File: src/rtl/ocu_pkg.sv
package ocu_pkg;

    typedef enum logic [1:0] {
        WM_NORMAL   = 2'd0,
        WM_CTC      = 2'd1,
        WM_PWM_FAST = 2'd2,
        WM_PWM_PC   = 2'd3
    } wave_mode_e;

    typedef enum logic [1:0] {
        PA_HOLD   = 2'd0,
        PA_TOGGLE = 2'd1,
        PA_CLEAR  = 2'd2,
        PA_SET    = 2'd3
    } pin_act_e;

    function automatic logic is_pwm(input logic [1:0] m);
        return (m == WM_PWM_FAST) || (m == WM_PWM_PC);
    endfunction

    function automatic logic apply_act(input logic [1:0] act, input logic cur);
        logic r;
        case (act)
            PA_TOGGLE: r = ~cur;
            PA_CLEAR:  r = 1'b0;
            PA_SET:    r = 1'b1;
            default:   r = cur;
        endcase
        return r;
    endfunction

endpackage

File: src/rtl/ocu_cmp_store.sv
module ocu_cmp_store
    import ocu_pkg::*;
#(
    parameter int W = 8
) (
    input  logic         clk,
    input  logic         rst_n,
    input  logic         tick_en,
    input  logic         at_top,
    input  logic         at_bottom,
    input  logic [1:0]   wave_mode,
    input  logic         wr_en,
    input  logic [W-1:0] wr_data,
    output logic [W-1:0] active,
    output logic [W-1:0] shadow
);

    typedef struct packed {
        logic [W-1:0] act;
        logic [W-1:0] shd;
    } store_t;

    store_t st_d, st_q;
    logic   reload;

    always_comb begin
        st_d   = st_q;
        reload = 1'b0;
        if (wave_mode == WM_PWM_FAST) begin
            reload = tick_en && at_bottom;
        end else if (wave_mode == WM_PWM_PC) begin
            reload = tick_en && at_top;
        end
        if (is_pwm(wave_mode)) begin
            if (reload) begin
                st_d.act = st_q.shd;
            end
            if (wr_en) begin
                st_d.shd = wr_data;
            end
        end else if (wr_en) begin
            st_d.act = wr_data;
            st_d.shd = wr_data;
        end
    end

    always_ff @(posedge clk or negedge rst_n) begin
        if (!rst_n) begin
            st_q <= '0;
        end else begin
            st_q <= st_d;
        end
    end

    assign active = st_q.act;
    assign shadow = st_q.shd;

endmodule

File: src/rtl/ocu_match_gate.sv
module ocu_match_gate #(
    parameter int W = 8
) (
    input  logic         clk,
    input  logic         rst_n,
    input  logic         tick_en,
    input  logic [W-1:0] count_val,
    input  logic [W-1:0] cmp_val,
    input  logic         cnt_wr,
    output logic         hit
);

    typedef struct packed {
        logic blk;
    } gate_t;

    gate_t g_d, g_q;
    logic  equal;

    always_comb begin
        g_d   = g_q;
        equal = (count_val == cmp_val);
        hit   = tick_en && equal && !g_q.blk;
        if (cnt_wr) begin
            g_d.blk = 1'b1;
        end else if (tick_en) begin
            g_d.blk = 1'b0;
        end
    end

    always_ff @(posedge clk or negedge rst_n) begin
        if (!rst_n) begin
            g_q <= '0;
        end else begin
            g_q <= g_d;
        end
    end

endmodule

File: src/rtl/ocu_pin_flag.sv
module ocu_pin_flag
    import ocu_pkg::*;
(
    input  logic       clk,
    input  logic       rst_n,
    input  logic       hit,
    input  logic       force_ok,
    input  logic [1:0] pin_mode,
    input  logic       flag_clr,
    output logic       flag,
    output logic       pin,
    output logic       pulse
);

    typedef struct packed {
        logic flag;
        logic pin;
        logic pulse;
    } pf_t;

    pf_t pf_d, pf_q;

    always_comb begin
        pf_d       = pf_q;
        pf_d.pulse = hit;
        if (hit || force_ok) begin
            pf_d.pin = apply_act(pin_mode, pf_q.pin);
        end
        if (hit) begin
            pf_d.flag = 1'b1;
        end else if (flag_clr) begin
            pf_d.flag = 1'b0;
        end
    end

    always_ff @(posedge clk or negedge rst_n) begin
        if (!rst_n) begin
            pf_q <= '0;
        end else begin
            pf_q <= pf_d;
        end
    end

    assign flag  = pf_q.flag;
    assign pin   = pf_q.pin;
    assign pulse = pf_q.pulse;

endmodule

File: src/rtl/ocu_channel.sv
module ocu_channel
    import ocu_pkg::*;
#(
    parameter int W = 8
) (
    input  logic         clk,
    input  logic         rst_n,
    input  logic         tick_en,
    input  logic [W-1:0] count_val,
    input  logic         at_top,
    input  logic         at_bottom,
    input  logic [1:0]   wave_mode,
    input  logic [1:0]   pin_mode,
    input  logic         cpu_cmp_we,
    input  logic [W-1:0] cpu_cmp_wdata,
    input  logic         cpu_cnt_we,
    input  logic         cpu_force,
    input  logic         cpu_flag_clr,
    output logic         cmp_flag,
    output logic         match_pulse,
    output logic         wave_out,
    output logic [W-1:0] cmp_active,
    output logic [W-1:0] cmp_shadow
);

    logic hit;
    logic force_ok;

    assign force_ok = cpu_force && !is_pwm(wave_mode);

    ocu_cmp_store #(.W(W)) u_store (
        .clk       (clk),
        .rst_n     (rst_n),
        .tick_en   (tick_en),
        .at_top    (at_top),
        .at_bottom (at_bottom),
        .wave_mode (wave_mode),
        .wr_en     (cpu_cmp_we),
        .wr_data   (cpu_cmp_wdata),
        .active    (cmp_active),
        .shadow    (cmp_shadow)
    );

    ocu_match_gate #(.W(W)) u_gate (
        .clk       (clk),
        .rst_n     (rst_n),
        .tick_en   (tick_en),
        .count_val (count_val),
        .cmp_val   (cmp_active),
        .cnt_wr    (cpu_cnt_we),
        .hit       (hit)
    );

    ocu_pin_flag u_pf (
        .clk      (clk),
        .rst_n    (rst_n),
        .hit      (hit),
        .force_ok (force_ok),
        .pin_mode (pin_mode),
        .flag_clr (cpu_flag_clr),
        .flag     (cmp_flag),
        .pin      (wave_out),
        .pulse    (match_pulse)
    );

endmodule

File: config.mk
export PLATFORM = sky130hd
export DESIGN_NAME = ocu_channel
export DESIGN_NICKNAME = d
export VERILOG_FILES = /design/src/rtl/ocu_pkg.sv /design/src/rtl/ocu_cmp_store.sv /design/src/rtl/ocu_match_gate.sv /design/src/rtl/ocu_pin_flag.sv /design/src/rtl/ocu_channel.sv
export SDC_FILE = /design/constraint.sdc
export NUM_CORES = 1
export LEC_CHECK = 0
export ABC_AREA = 1
export BUFFER_PORTS_ARGS = -buffer_cell sky130_fd_sc_hd__buf_2
export CAP_MARGIN = 20
export CORE_MARGIN = 3
export CORE_UTILIZATION = 38
export CTS_CLUSTER_SIZE = 8
export DETAILED_ROUTE_END_ITERATION = 6
export PLACE_DENSITY = 0.76
export SLEW_MARGIN = 10
export SYNTH_ARGS = -nofsm -noshare
export SYNTH_HDL_FRONTEND = slang
export SYNTH_SLANG_ARGS = --single-unit
File: constraint.sdc
create_clock -name clk -period 1.2 [get_ports clk]
set_input_delay 0.3 -clock clk [delete_from_list [all_inputs] [get_ports clk]]
set_output_delay 0.3 -clock clk [all_outputs]
set_load 0.01 [all_outputs]
=== Yosys cells after proc, flatten, opt, wreduce, memory -nomap -nowiden ===
Cells that the tools add are included.

* Logic and storage cells: 40
* Register bits after elaboration: 20
* Input port bits: 29

* Mux-type cells: 11
* Reductions and logical operators: 15
* Bitwise logic cells: 1
* Equality and inequality tests: 7

{| class="wikitable"
|+ Operators with widths
! cell !! count
|-
| 16-bit 2-to-1 mux || 2
|-
| 8-bit 2-to-1 mux || 2
|-
| 2-bit equality test, second input constant || 4
|-
| 8-bit equality test || 1
|-
| 1-bit 2-to-1 mux || 6
|-
| 2-bit nonzero test || 3
|-
| 1-bit logical AND || 5
|-
| 2-bit AND reduction || 2
|-
| 1-bit case mux with 3 select lines || 1
|-
| 3-bit nonzero test || 1
|-
| 2-bit by 1-bit equality test with 1-bit output, second input constant || 1
|-
| 1-bit zero test || 2
|-
| 1-bit logical OR || 2
|-
| 2-bit by 1-bit inequality test with 1-bit output, second input constant || 1
|-
| 1-bit NOT || 1
|}

=== Depth between registers and ports, before layout ===
* Depth after elaboration: 6
* Depth in mapped cells: 10

=== By module ===
Synthesis repeated with hierarchy kept, for this count alone.

* Cells, all modules: 149
* Area, all modules: 1093.5 um^2

{| class="wikitable"
|+ Modules (own cells, without submodules)
! module !! area each (um^2) !! cells each !! sequential area each (um^2) !! times used
|-
| ocu_cmp_store || 768.2 || 94 || 400.4 || 1
|-
| ocu_match_gate || 186.4 || 37 || 25.0 || 1
|-
| ocu_pin_flag || 128.9 || 16 || 75.1 || 1
|-
| ocu_channel || 10.0 || 2 || 0.0 || 1
|}

=== Least setup slack after synthesis ===
OpenSTA, ideal clock, no wires.

* Path kind: input to register
* Start: input port cpu_cmp_we
* End: register u_store.st_q, in the netlist u_store.active[5]
* Arrival time: 975 ps
* Data required time: 1074 ps
* Cell stages on the path: 5
* Library setup time: 126 ps
* Path slack: 99 ps
* Cell sequence: clkbuf_1 -> nand2_1 -> o311ai_4 -> buf_6 -> o21ai_0

* Longest elaborated chain between the ends: 2

{| class="wikitable"
|+ RTL lines
! item !! RTL line !! text
|-
| start: declaration || ocu_channel.sv:14 || <nowiki>input logic cpu_cmp_we,</nowiki>
|-
| 2-bit nonzero test (no line) || n/a ||
|-
| 2-bit AND reduction (no line) || n/a ||
|-
| end signal: assignment || ocu_cmp_store.sv:51 || <nowiki>st_q <= st_d;</nowiki>
|-
| end: declaration || ocu_cmp_store.sv:23 || <nowiki>store_t st_d, st_q;</nowiki>
|}

Every way passes these cells.
A chain may end at the register's enable or synchronous reset.

=== Worst setup path in the final report ===
* Start: register u_store.st_q, in the netlist u_store.active[7]
* End: output port cmp_active[7]

{| class="wikitable"
|+ RTL lines
! item !! RTL line !! text
|-
| end: declaration || ocu_channel.sv:22 || <nowiki>output logic [W-1:0] cmp_active,</nowiki>
|}

No word-level cell between the ends.

==> metrics.txt <==
Worst Min Path Start=cpu_flag_clr; Initial DRC Count=31; Post-Route Utilization=56.0%; DRC errors left=0; clock power share=19.3%; total clock sinks=20; P per Cell Area=1130 mW/mm²; Min-Delay Path Class=in -> reg; DRT Wirelength=2270 µm; All-Layer GR Usage=14.0%; max-cap check violation count=0; failing checks=setup timing; H-Tree Depth=1; clk_lat worst skew=0.29 ns; Post-Route Skew=0.00250 ns; max_slew headroom=70.3%; Max Clock Freq=0.820 GHz; Mapped Cells=142; final worst path period need=1.22 ns; full die area=0.00343 mm²; Die Y=58.6 µm; # fillers=242; first-pass GRT wire length=3740 µm; R2R setup slack=0.06 ns; CP Capture Type=output pin; Reg clk slew, reported paths=0.11 ns; # port buffers=47; RR Endpoint=u_pf.pin$_DFFE_PN0P_; kind of critical path=reg -> out; WHS=0.184 ns; syn_area_per_cell=7.40 µm²; Pre-antenna DRT Iters=4; RSZ-0062 raised after global routing=yes; Initial Util=41.3%; combinational share of power=30.4%; share of layout cells above drive strength 1=33.0%; Max Root-Sink Buffers=2; fraction of the mapped netlist area in simple logic gates=21.1%; Final Wtd Congestion=0.758; I/O pins=48; setup violators final=1; hpwl dp=1850 µm; CP startpoint=u_store.active[7]$_DFFE_PN0P_; FP Rows=18; R2R depth=8; Synth Net Count=171; ANT nets after route=0; core area=0.00254 mm²; post-route setup TNS=-0.0193 ns; Internal=1.10 mW; peak supply drop=0.852 mV; Worst setup endpoint=cmp_active[7]; compound-gate portion of the synthesized area=16.8%; status=finished, violations left; fin nets=228; Synth Area in Adders=0%; Final Hold Vio Count=0; clk root buf=clkbuf_4; Synth cell types=15; Area growth syn-to-layout=35.7%; worst-path fanout max=2; fin area=0.00143 mm²; vias in the first global route=878; Leakage Power=0.830 nW; GRT overflow=0; CP required=0.90 ns; post-synthesis register bit count=20; post-synthesis mux area share=0%; routed wire length per instance=10.0 µm; Net Switching=506 µW; largest net degree at the start of global routing=21; CTS tree=built; beginning of the worst register-to-register path=u_gate.g_q$_DFFE_PN0P_; post-synthesis cell area=0.00105 mm²; CTS buffer count=3; Flop pwr share=50.3%; xor and xnor area share after synthesis=1.67%; Final Slew Violations=0; vias per cell=4.47; Die Wd=58.6 µm; commonest cells after routing, fill and taps aside=buf_2, nand2_1, inv_1; most common cell after layout, fill and taps aside=buf_2; Final WS setup=-0.0193 ns; crit path launch type=register; Vias=1015; Switching Fraction=31.5%; Worst Path Arrival=0.92 ns; largest family of logic cells by synthesized area=simple AND/OR/NAND/NOR gates; Placed Area=0.00135 mm²; Syn. warnings=0; worst slew pin tran=0.446 ns; Final Cycle Share=102%; register area share after synthesis=47.6%; antenna violations before repair=0; # diodes=0
-- cell type report --
cell class                 instances  area [µm²]  share of cell area (%)
tap                               30        37.5                    2.63
clock buffer                       3        22.5                    1.58
multi-input combinational         88         425                    29.8
sequential                        20         500                    35.1
timing repair buffer              56         328                    23.0
inverter                          30         113                    7.89
-- stage by stage --
stage / cells / setup slack (ns) / power, mW
floorplan: 142 / 0.0994 / 1.06
global placement: 220 / 0.0115 / 1.26
detailed placement: 220 / 0.0162 / 1.27
CTS: 225 / -0.0301 / 1.60
global route: 227 / -0.0686 / 1.72
finish: 227 / -0.0193 / 1.61
-- worst max-delay path, stage by stage, from the launching register on --
cell     delay [ns]
dfrtp_1        0.40
buf_6          0.12
buf_6          0.11
-- registers in the layout, indices dropped and copies added (netlist names) --
register        count
u_store.active      8
u_store.shadow      8
u_gate.g_q          1
u_pf.pulse          1
u_pf.pin            1
u_pf.flag           1
-- power groups by stage --
stage	Clock (mW)	Combinational [mW]	Sequential [mW]
6_report	0.310	0.488	0.808
5_1_grt	0.348	0.554	0.822
4_1_cts	0.320	0.469	0.813
3_5_place_dp	0	0.444	0.827
3_3_place_gp	0	0.436	0.826
2_1_floorplan	0	0.199	0.863
-- synthesized netlist by cell type --
cell type / number / area, µm²
a21oi_1: 9 / 45.0
buf_6: 1 / 11.3
clkbuf_1: 3 / 11.3
dfrtp_1: 20 / 500
inv_1: 29 / 109
inv_2: 1 / 3.75
nand2_1: 41 / 154
nand3_1: 4 / 20.0
nand4_1: 1 / 6.26
nor2_1: 11 / 41.3
o21ai_0: 16 / 80.1
o21ai_2: 2 / 17.5
o21bai_1: 1 / 7.51
o311ai_4: 1 / 26.3
xor2_1: 2 / 17.5
-- worst min-delay path by stage --
stage | endpoint | cells past startpoint
2_1_floorplan | u_gate.g_q$_DFFE_PN0P_ | 0
5_1_grt | u_pf.flag$_DFFE_PN0P_ | 2
3_5_place_dp | u_store.shadow[6]$_DFFE_PN0P_ | 1
4_1_cts | u_pf.flag$_DFFE_PN0P_ | 2
6_report | u_pf.flag$_DFFE_PN0P_ | 2
3_3_place_gp | u_store.shadow[6]$_DFFE_PN0P_ | 1
-- metal layers --
metal	global-route usage, %	wire length [µm]	vias to the layer above
met5	0	0	-
met4	3.88	7	0
met3	3.29	170	2
met2	22.8	1060	29
met1	18.8	1040	438
li1	-	-	546
-- cells by family (layout without fill, tap and decap cells) --
family                 Yosys count  count (layout)
flip-flops                      20              20
buffers and inverters           34              89
AND/OR/NAND/NOR                 57              57
XOR/XNOR                         2               2
AO/OA/AOI/OAI                   29              29
-- timing repair --
item,4_1_cts,5_1_grt
setup endpoints to repair,1,8
buffers inserted,1,2
pin swaps,2,0
endpoints found under the hold margin,20,0
gates resized for setup,2,3
hold buffers,1,0
cloned,0,0
No activity file was read; power rests on OpenSTA's default activity.
